$ cat config.mk
export PLATFORM = sky130hd
export DESIGN_NAME = spi_flash_regop_seq
export DESIGN_NICKNAME = d
export VERILOG_FILES = /design/src/rtl/spi_flash_regop_seq.sv
export SDC_FILE = /design/constraint.sdc
export NUM_CORES = 1
export LEC_CHECK = 0
export BUFFER_PORTS_ARGS = -buffer_cell sky130_fd_sc_hd__buf_2
export CAP_MARGIN = 20
export CORE_UTILIZATION = 45
export DETAILED_ROUTE_END_ITERATION = 10
export PLACE_DENSITY = 0.62
export SYNTH_ARGS = -nofsm -noshare
export SYNTH_HDL_FRONTEND = slang
export SYNTH_SLANG_ARGS = --single-unit
$ cat constraint.sdc
create_clock -name clk -period 4.25 [get_ports clk]
set_clock_uncertainty 0.05 [all_clocks]
set_input_delay 0.2125 -clock clk [delete_from_list [all_inputs] [get_ports clk]]
set_output_delay 0.2125 -clock clk [all_outputs]
set_load 0.005 [all_outputs]
$ cat src/rtl/spi_flash_regop_seq.sv
module spi_flash_regop_seq #(
  parameter int BUF_DEPTH = 64,
  parameter int CNT_W     = 14
) (
  input  logic        clk,
  input  logic        rst_n,
  input  logic        reg_we,
  input  logic [6:0]  reg_addr,
  input  logic [31:0] reg_wdata,
  output logic [31:0] reg_rdata,
  output logic [1:0]  spi_cs_n,
  output logic        spi_sclk,
  output logic        spi_mosi,
  input  logic        spi_miso
);
  localparam int BAW = $clog2(BUF_DEPTH);

  typedef enum logic [2:0] {S_IDLE, S_SETUP, S_SHIFT, S_HOLD, S_DESEL} st_t;
  st_t st;

  logic [7:0]       opcode, sh, rx;
  logic [CNT_W-1:0] cnt, didx;
  logic             csel, done, ph, in_cmd;
  logic [8:0]       op_q;
  logic [11:0]      tim;
  logic [3:0]       tcnt;
  logic [2:0]       bitn;
  logic [7:0]       bufm [BUF_DEPTH];

  wire busy     = (st != S_IDLE);
  wire op_wr    = reg_we && (reg_addr == 7'h03);
  wire go       = op_wr && !busy && reg_wdata[0];
  wire wr_en    = op_q[5];
  wire rd_en    = (op_q[2] | op_q[1]) & ~op_q[5];
  wire dat      = (wr_en | rd_en) && (cnt != '0);
  wire tick_end = (tcnt <= 4'd1);
  wire byte_end = (st == S_SHIFT) && ph && (bitn == 3'd7);
  wire last_dat = (didx + CNT_W'(1)) == cnt;
  wire cap_we   = byte_end && !in_cmd && rd_en;
  wire [BAW-1:0] nidx = didx[BAW-1:0] + BAW'(1);
  wire [7:0] first_dat = wr_en ? bufm[0] : 8'h00;
  wire [7:0] next_dat  = wr_en ? bufm[nidx] : 8'h00;

  assign spi_mosi = (st == S_SHIFT) && sh[7];

  always_ff @(posedge clk or negedge rst_n) begin
    if (!rst_n) begin
      st <= S_IDLE; tcnt <= '0; ph <= 1'b0; bitn <= '0; sh <= '0; rx <= '0;
      in_cmd <= 1'b0; didx <= '0; spi_sclk <= 1'b0; spi_cs_n <= 2'b11;
      done <= 1'b0; op_q <= '0; opcode <= '0; cnt <= '0; csel <= 1'b0;
      tim <= 12'h66F;
    end else begin
      if (reg_we && !reg_addr[6]) begin
        case (reg_addr[5:0])
          6'h00: opcode <= reg_wdata[7:0];
          6'h01: cnt    <= reg_wdata[CNT_W-1:0];
          6'h02: csel   <= reg_wdata[11];
          6'h03: if (!busy) op_q <= reg_wdata[8:0];
          6'h04: tim    <= reg_wdata[11:0];
          6'h06: if (reg_wdata[0]) done <= 1'b0;
          default: ;
        endcase
      end
      case (st)
        S_IDLE: if (go) begin
          st <= S_SETUP;
          tcnt <= tim[7:4];
          spi_cs_n <= csel ? 2'b01 : 2'b10;
        end
        S_SETUP: if (tick_end) begin
          ph <= 1'b0; bitn <= '0; didx <= '0;
          if (op_q[7]) begin
            st <= S_SHIFT; in_cmd <= 1'b1; sh <= opcode;
          end else if (dat) begin
            st <= S_SHIFT; in_cmd <= 1'b0; sh <= first_dat;
          end else begin
            st <= S_HOLD; tcnt <= tim[11:8];
          end
        end else tcnt <= tcnt - 4'd1;
        S_SHIFT: if (!ph) begin
          spi_sclk <= 1'b1; ph <= 1'b1; rx <= {rx[6:0], spi_miso};
        end else begin
          spi_sclk <= 1'b0; ph <= 1'b0; bitn <= bitn + 3'd1;
          sh <= {sh[6:0], 1'b0};
          if (bitn == 3'd7) begin
            if (in_cmd) begin
              in_cmd <= 1'b0;
              if (dat) sh <= first_dat;
              else begin st <= S_HOLD; tcnt <= tim[11:8]; end
            end else begin
              didx <= didx + CNT_W'(1);
              if (last_dat) begin st <= S_HOLD; tcnt <= tim[11:8]; end
              else sh <= next_dat;
            end
          end
        end
        S_HOLD: if (tick_end) begin
          st <= S_DESEL; tcnt <= tim[3:0]; spi_cs_n <= 2'b11;
        end else tcnt <= tcnt - 4'd1;
        S_DESEL: if (tick_end) begin
          st <= S_IDLE; done <= 1'b1; op_q[0] <= 1'b0;
        end else tcnt <= tcnt - 4'd1;
        default: st <= S_IDLE;
      endcase
    end
  end

  always_ff @(posedge clk) begin
    if (cap_we) bufm[didx[BAW-1:0]] <= rx;
    else if (reg_we && reg_addr[6]) bufm[reg_addr[BAW-1:0]] <= reg_wdata[7:0];
  end

  always_comb begin
    reg_rdata = '0;
    if (reg_addr[6]) reg_rdata[7:0] = bufm[reg_addr[BAW-1:0]];
    else case (reg_addr[5:0])
      6'h00: reg_rdata[7:0] = opcode;
      6'h01: reg_rdata[CNT_W-1:0] = cnt;
      6'h02: reg_rdata[11] = csel;
      6'h03: reg_rdata[8:0] = op_q;
      6'h04: reg_rdata[11:0] = tim;
      6'h05: reg_rdata[0] = done;
      default: ;
    endcase
  end

  assert_one_cs_R11: assert property (@(posedge clk) disable iff (!rst_n)
    $onehot0(~spi_cs_n));
  assert_sclk_in_frame_R3: assert property (@(posedge clk) disable iff (!rst_n)
    spi_sclk |-> !(&spi_cs_n));
  assert_mosi_hold_R3: assert property (@(posedge clk) disable iff (!rst_n)
    spi_sclk |-> $stable(spi_mosi));
  assert_done_after_deselect_R8: assert property (@(posedge clk) disable iff (!rst_n)
    $rose(done) |-> (&spi_cs_n) && !spi_sclk);
  assert_start_clears_R10: assert property (@(posedge clk) disable iff (!rst_n)
    $rose(done) |-> !op_q[0]);
  assert_busy_write_ignored_R10: assert property (@(posedge clk) disable iff (!rst_n)
    (busy && op_wr) |=> $stable(op_q[8:1]));
endmodule

# Word level (Yosys, flattened, before mapping)
# Memories as Yosys holds them, arrays and structs flattened.
# Cells that the tools add are included.
# word_totals
ff_bits	90
ram_bits	512
inputBits	43
out_inout_bits	36
wordCells	170
memories	1
# mem_list
memory	depth	word_bits	rd	rd_clocked_by_memory_dff	wr	line_no	text
bufm	64	8	3	0	1	28	logic [7:0] bufm [BUF_DEPTH];
# classes
n_addsub	4
magnitude_cmp	1
eq_ne	25
muxes	80
bitwise	6
n_reduce_logical	36
# ops
cell	n
two-way mux 8 bit	12
two-way mux 14 bit	4
two-way mux 4 bit	10
two-way mux 3 bit	10
case mux 14 bit (2 select lines)	1
case mux 7 bit (4 select lines)	1
two-way mux 1 bit	25
case mux 4 bit (5 select lines)	1
equality test 6 x 3 -> 1 bit (second input constant)	3
case mux 8 bit (2 select lines)	1
case mux 3 bit (5 select lines)	1
adder 14 x 1 -> 14 bit (second input constant)	1
equality test 14 bit	1
inequality test 2 bit (second input constant)	7
nonzero test 14 bit	1
equality test 6 x 2 -> 1 bit (second input constant)	2
two-way mux 6 bit	2
inequality test 3 bit (second input constant)	4
AND reduction 2 bit	6
logical AND 1 bit	11
AND reduction 5 bit	2
AND reduction 3 bit	3
two-way mux 2 bit	4
case mux 2 bit (2 select lines)	2
other kinds (27)	37

# Depth between registers and ports, before layout
# depth
word_depth	9
depth_mapped	12
ltp_nobuf	9

# Worst setup path before layout
# No wires, ideal clock.
# synth_path
path_kind	register -> register
startpoint	reg bitn[0]
endpoint	mem bufm[0][0], data pin
arrival_ns	2.978
slack_ns	0.866
stages_incl_launch_ff	11
synth_period_minus_slack_ns	3.384
cell_sequence	dfrtp_1 ha_1 ha_1 clkbuf_1 nor4bb_1 o2111ai_1 nor2b_1 clkbuf_1 clkbuf_1 nand2_1 nand2_1
# synth_via
elab_chain_cells	8
# synth_rtl
item	line_no	text
from (decl)	27	logic [2:0] bitn;
from (signal assigned)	48	st <= S_IDLE; tcnt <= '0; ph <= 1'b0; bitn <= '0; sh <= '0; rx <= '0;
from (signal assigned)	71	ph <= 1'b0; bitn <= '0; didx <= '0;
from (signal assigned)	83	spi_sclk <= 1'b0; ph <= 1'b0; bitn <= bitn + 3'd1;
equality test 3 bit	37	wire byte_end = (st == S_SHIFT) && ph && (bitn == 3'd7);
logical AND 1 bit	37	
logical AND 1 bit (2 in a row)	39	wire cap_we = byte_end && !in_cmd && rd_en;
two-way mux 1 bit	109	if (cap_we) bufm[didx[BAW-1:0]] <= rx;
two-way mux 1 bit (not written as such)	110	else if (reg_we && reg_addr[6]) bufm[reg_addr[BAW-1:0]] <= reg_wdata[7:0];
OR reduction 8 bit (no line)	--	
two-way mux 8 bit (no line)	--	
to (decl)	28	
# No other way between the ends.

# Worst setup path in the final report
# layout_path
startpoint	reg bitn[0]
endpoint	mem bufm[60][6] (enable)
# layout_via
elab_chain_cells	8
elab_cells_between_ends	11
cone_classes	eq/ne (1); mux (6); reduce/logical (4)
# layout_rtl
item	line_no
equality test 3 bit *	37
logical AND 1 bit *	37
logical AND 1 bit * (2 in a row)	39
two-way mux 1 bit	109
two-way mux 1 bit (not written as such)	110
OR reduction 8 bit (no line)	--
two-way mux 6 bit (no line) / two-way mux 1 bit (equally long branches)	--
# Mark *: on every way between the ends. The rest lies on a longest branch, timed or not.

==> flow_summary.toml <==
[outcome]
status = "completed"

[worst_setup_path]
worstPathRequired_ns = 4.50
reg2reg_depth = 10
timing.rr.end = "bufm[60][6]"
start_kind = "flip-flop"
end_kind = "flip-flop"
crit_type = "reg -> reg"
path_cells = "ha_1, ha_1, nor4bb_1, o2111ai_1, nor2b_1, nor4b_1, a31oi_1, or2_2, nor2_1, buf_4"
cpMostUsedCell = "ha_1"
critPathSlowestCell = "nor4bb_1"
r2r_start = "bitn[0]"
critical-path-max-stage-delay_ns = 0.63
rrSetupSlack_ns = 0.33
worstPathArrival_ns = 4.17
critPathMaxFanout = 16

[synthesis]
synth_commonest_cells = "edfxtp_1 (512), mux4_2 (305), nor2_1 (123)"
synth.area.top_cells = "edfxtp_1 (51%), mux4_2 (23%), dfrtp_1 (6.7%)"
synthArstFlopShare_pct = 14.95
yosysWarnings = 0
synth_edf_count = 512
syn_area_um2 = 29960
yosysTopAreaCell = "edfxtp_1"
synth_most_common_cell = "edfxtp_1"
ys_ff_latch = 602
avgSynthCellArea_um2 = 16.69
ys.flop_type = "edfxtp_1"
synth_top_area_share_pct = 51.31
netlist_instances = 1795
synthDistinctLibCells = 80
yosysSeqAreaShare_pct = 58.87

[pwr]
vdd_drop_max_v = 0.0002604
p_leak_uw = 0.01154
pwr_density_cell_nw_per_um2 = 446.1
power_uw = 15260

[sta]
setup_tns_ns = 0
finalSetupViolCount = 0
tightestPinTransition_ns = 1.100
fmax_mhz = 255.1
rsz0062_at_grt = "false"
timing.final.crit_share_pct = 92.25
whs_ns = 0.03328
layout_min_cycle_time_ns = 3.921
slew_headroom_pct = 26.50
hold_viol = 0
slew_violations = 0

[placed_design]
port_buffers = 42
hpwl_um = 56310
gp_congestion = 0.9367

[min_path]
min-delay-start = "reg_wdata[0]"
min_to = "opcode[0]"
hold-path-cell-count = 2
min_path_type = "in -> reg"

[detailed_routing]
antenna_left = 0
num_vias = 18090
dr.pass1.iters = 5
drtIter0Drc = 1938
wl_per_cell_um = 29.11
drcViolationCount = 0
wl_um = 82410
via_per_inst = 6.390

[grt]
antenna_found_initial = 2
grt_remaining_overflow = 0
grt_max_degree = 75
track_usage_pct = 24.96
grt_pass1_vias = 18420
grt_pass1_wl_um = 122800

[clock_network]
clockBufferDepth = 3
cts_tree = "done"
clk_pin_slew_ns = 0.06
cts_resized = 0
clock_latency_ns = 0.61
cts_buffers = 66
cts.sinks = 602
clockRootBuffer = "clkbuf_16"
htreeDepth = 3

[final_layout]
multi_input_area_um2 = 11680
nets = 1966
num-fill-cells = 5357
syn_to_final_growth_pct = 14.20
antennaDiodeCount = 0
drive_above_1_share_pct = 34.62
ff_latch_area_um2 = 17640

[flow_run]
max-cap-violations = 0

[floorplan]
die_h_um = 260.0
die_w_um = 260.0
core-area_um2 = 65860
ioPinCount = 79
rows = 94
start_util_pct = 45.49
die_area_um2 = 67620
-- sequential cells by signal (all words and copies together), names as in the netlist --
register / cells
sh: 8
tim: 12
bufm: 512
ph: 1
spi_sclk: 1
csel: 1
spi_cs_n: 2
bitn: 3
cnt: 14
in_cmd: 1
op_q: 9
st: 3
didx: 14
tcnt: 4
done: 1
opcode: 8
rx: 8
-- repair_timing --
action                                 CTS  global route
setup buffers                            0             0
endpoints found under the hold margin   91             0
hold buffers                            15             0
setup endpoints to repair                0             0
-- metal layers --
layer / GRT usage (%) / vias to the layer above / share of wire, %
met3: 4.250 / 107 / 8.2
met2: 41.11 / 795 / 50
met1: 34.17 / 9566 / 40
met4: 7.239 / 0 / 2.4
met5: 0 / - / 0
li1: - / 7623 / -
-- power by group --
group | total [uW] | leakage, uW | switching [uW] | internal (uW)
Sequential | 7230 | 0.00580 | 159 | 7070
Combinational | 2480 | 0.00472 | 1610 | 872
Clock | 5550 | 0.00102 | 2350 | 3200
-- cells by family after synthesis --
logic type / share of synthesized area, %
mux: 26.55
xor+xnor: 0.7642
simple gates: 5.892
fa+ha+maj: 0.2088
flops: 58.87
other cells: 0.01252
buf+inv: 2.643
compound gates: 5.057
-- area by class of cell --
| type | count | share of cell area (%) |
|---|---|---|
| multi-input cells | 1036 | 34.13 |
| clock inverters | 33 | 0.9361 |
| flip-flops and latches | 602 | 51.56 |
| inverters | 19 | 0.2084 |
| well taps | 864 | 3.159 |
| repair buffers | 193 | 4.856 |
| clock buffers | 84 | 5.145 |
-- stage by stage --
stage               cells  instance area [um^2]  worst slack (ns)  util, %
floorplan            1812                 30030            0.8661        -
global placement     2698                 31980            0.4632    48.55
detailed placement   2698                 31980            0.3766    48.55
CTS                  2830                 34210            0.3823    51.94
global route         2831                 34220           0.06305    51.95
finish               2831                 34220            0.3292    51.95
-- how the worst max path moves through the flow --
stage / start / endpoint / slack [ns] / cells after the start
global route: bitn[0] / bufm[44][0] / 0.06 / 10
detailed placement: bitn[0] / bufm[60][1] / 0.38 / 10
global placement: bitn[0] / bufm[46][6] / 0.46 / 10
CTS: bitn[0] / bufm[60][6] / 0.38 / 10
floorplan: bitn[0] / bufm[0][0] / 0.87 / 10
finish: bitn[0] / bufm[60][6] / 0.33 / 10
-- worst max-delay path: cells and delay by family (launching register included) --
kind | cells | cell delay [ns]
buf+inv | 1 | 0.20
fa+ha+maj | 2 | 0.30
simple gates | 5 | 2.06
compound gates | 2 | 0.64
flops | 1 | 0.36
-- cell usage in the layout, fill, tap and decap left out, types with 39 or more instances in the layout --
master	Yosys	layout
mux4_2	305	305
dfrtp_1	80	79
nand2_1	96	88
clkbuf_16	0	67
mux2_2	52	52
mux2i_1	50	50
nor2_1	123	123
edfxtp_1	512	512
buf_4	20	116
buf_2	21	39
o21ai_0	64	64
Power figures use the tool's default switching activity.
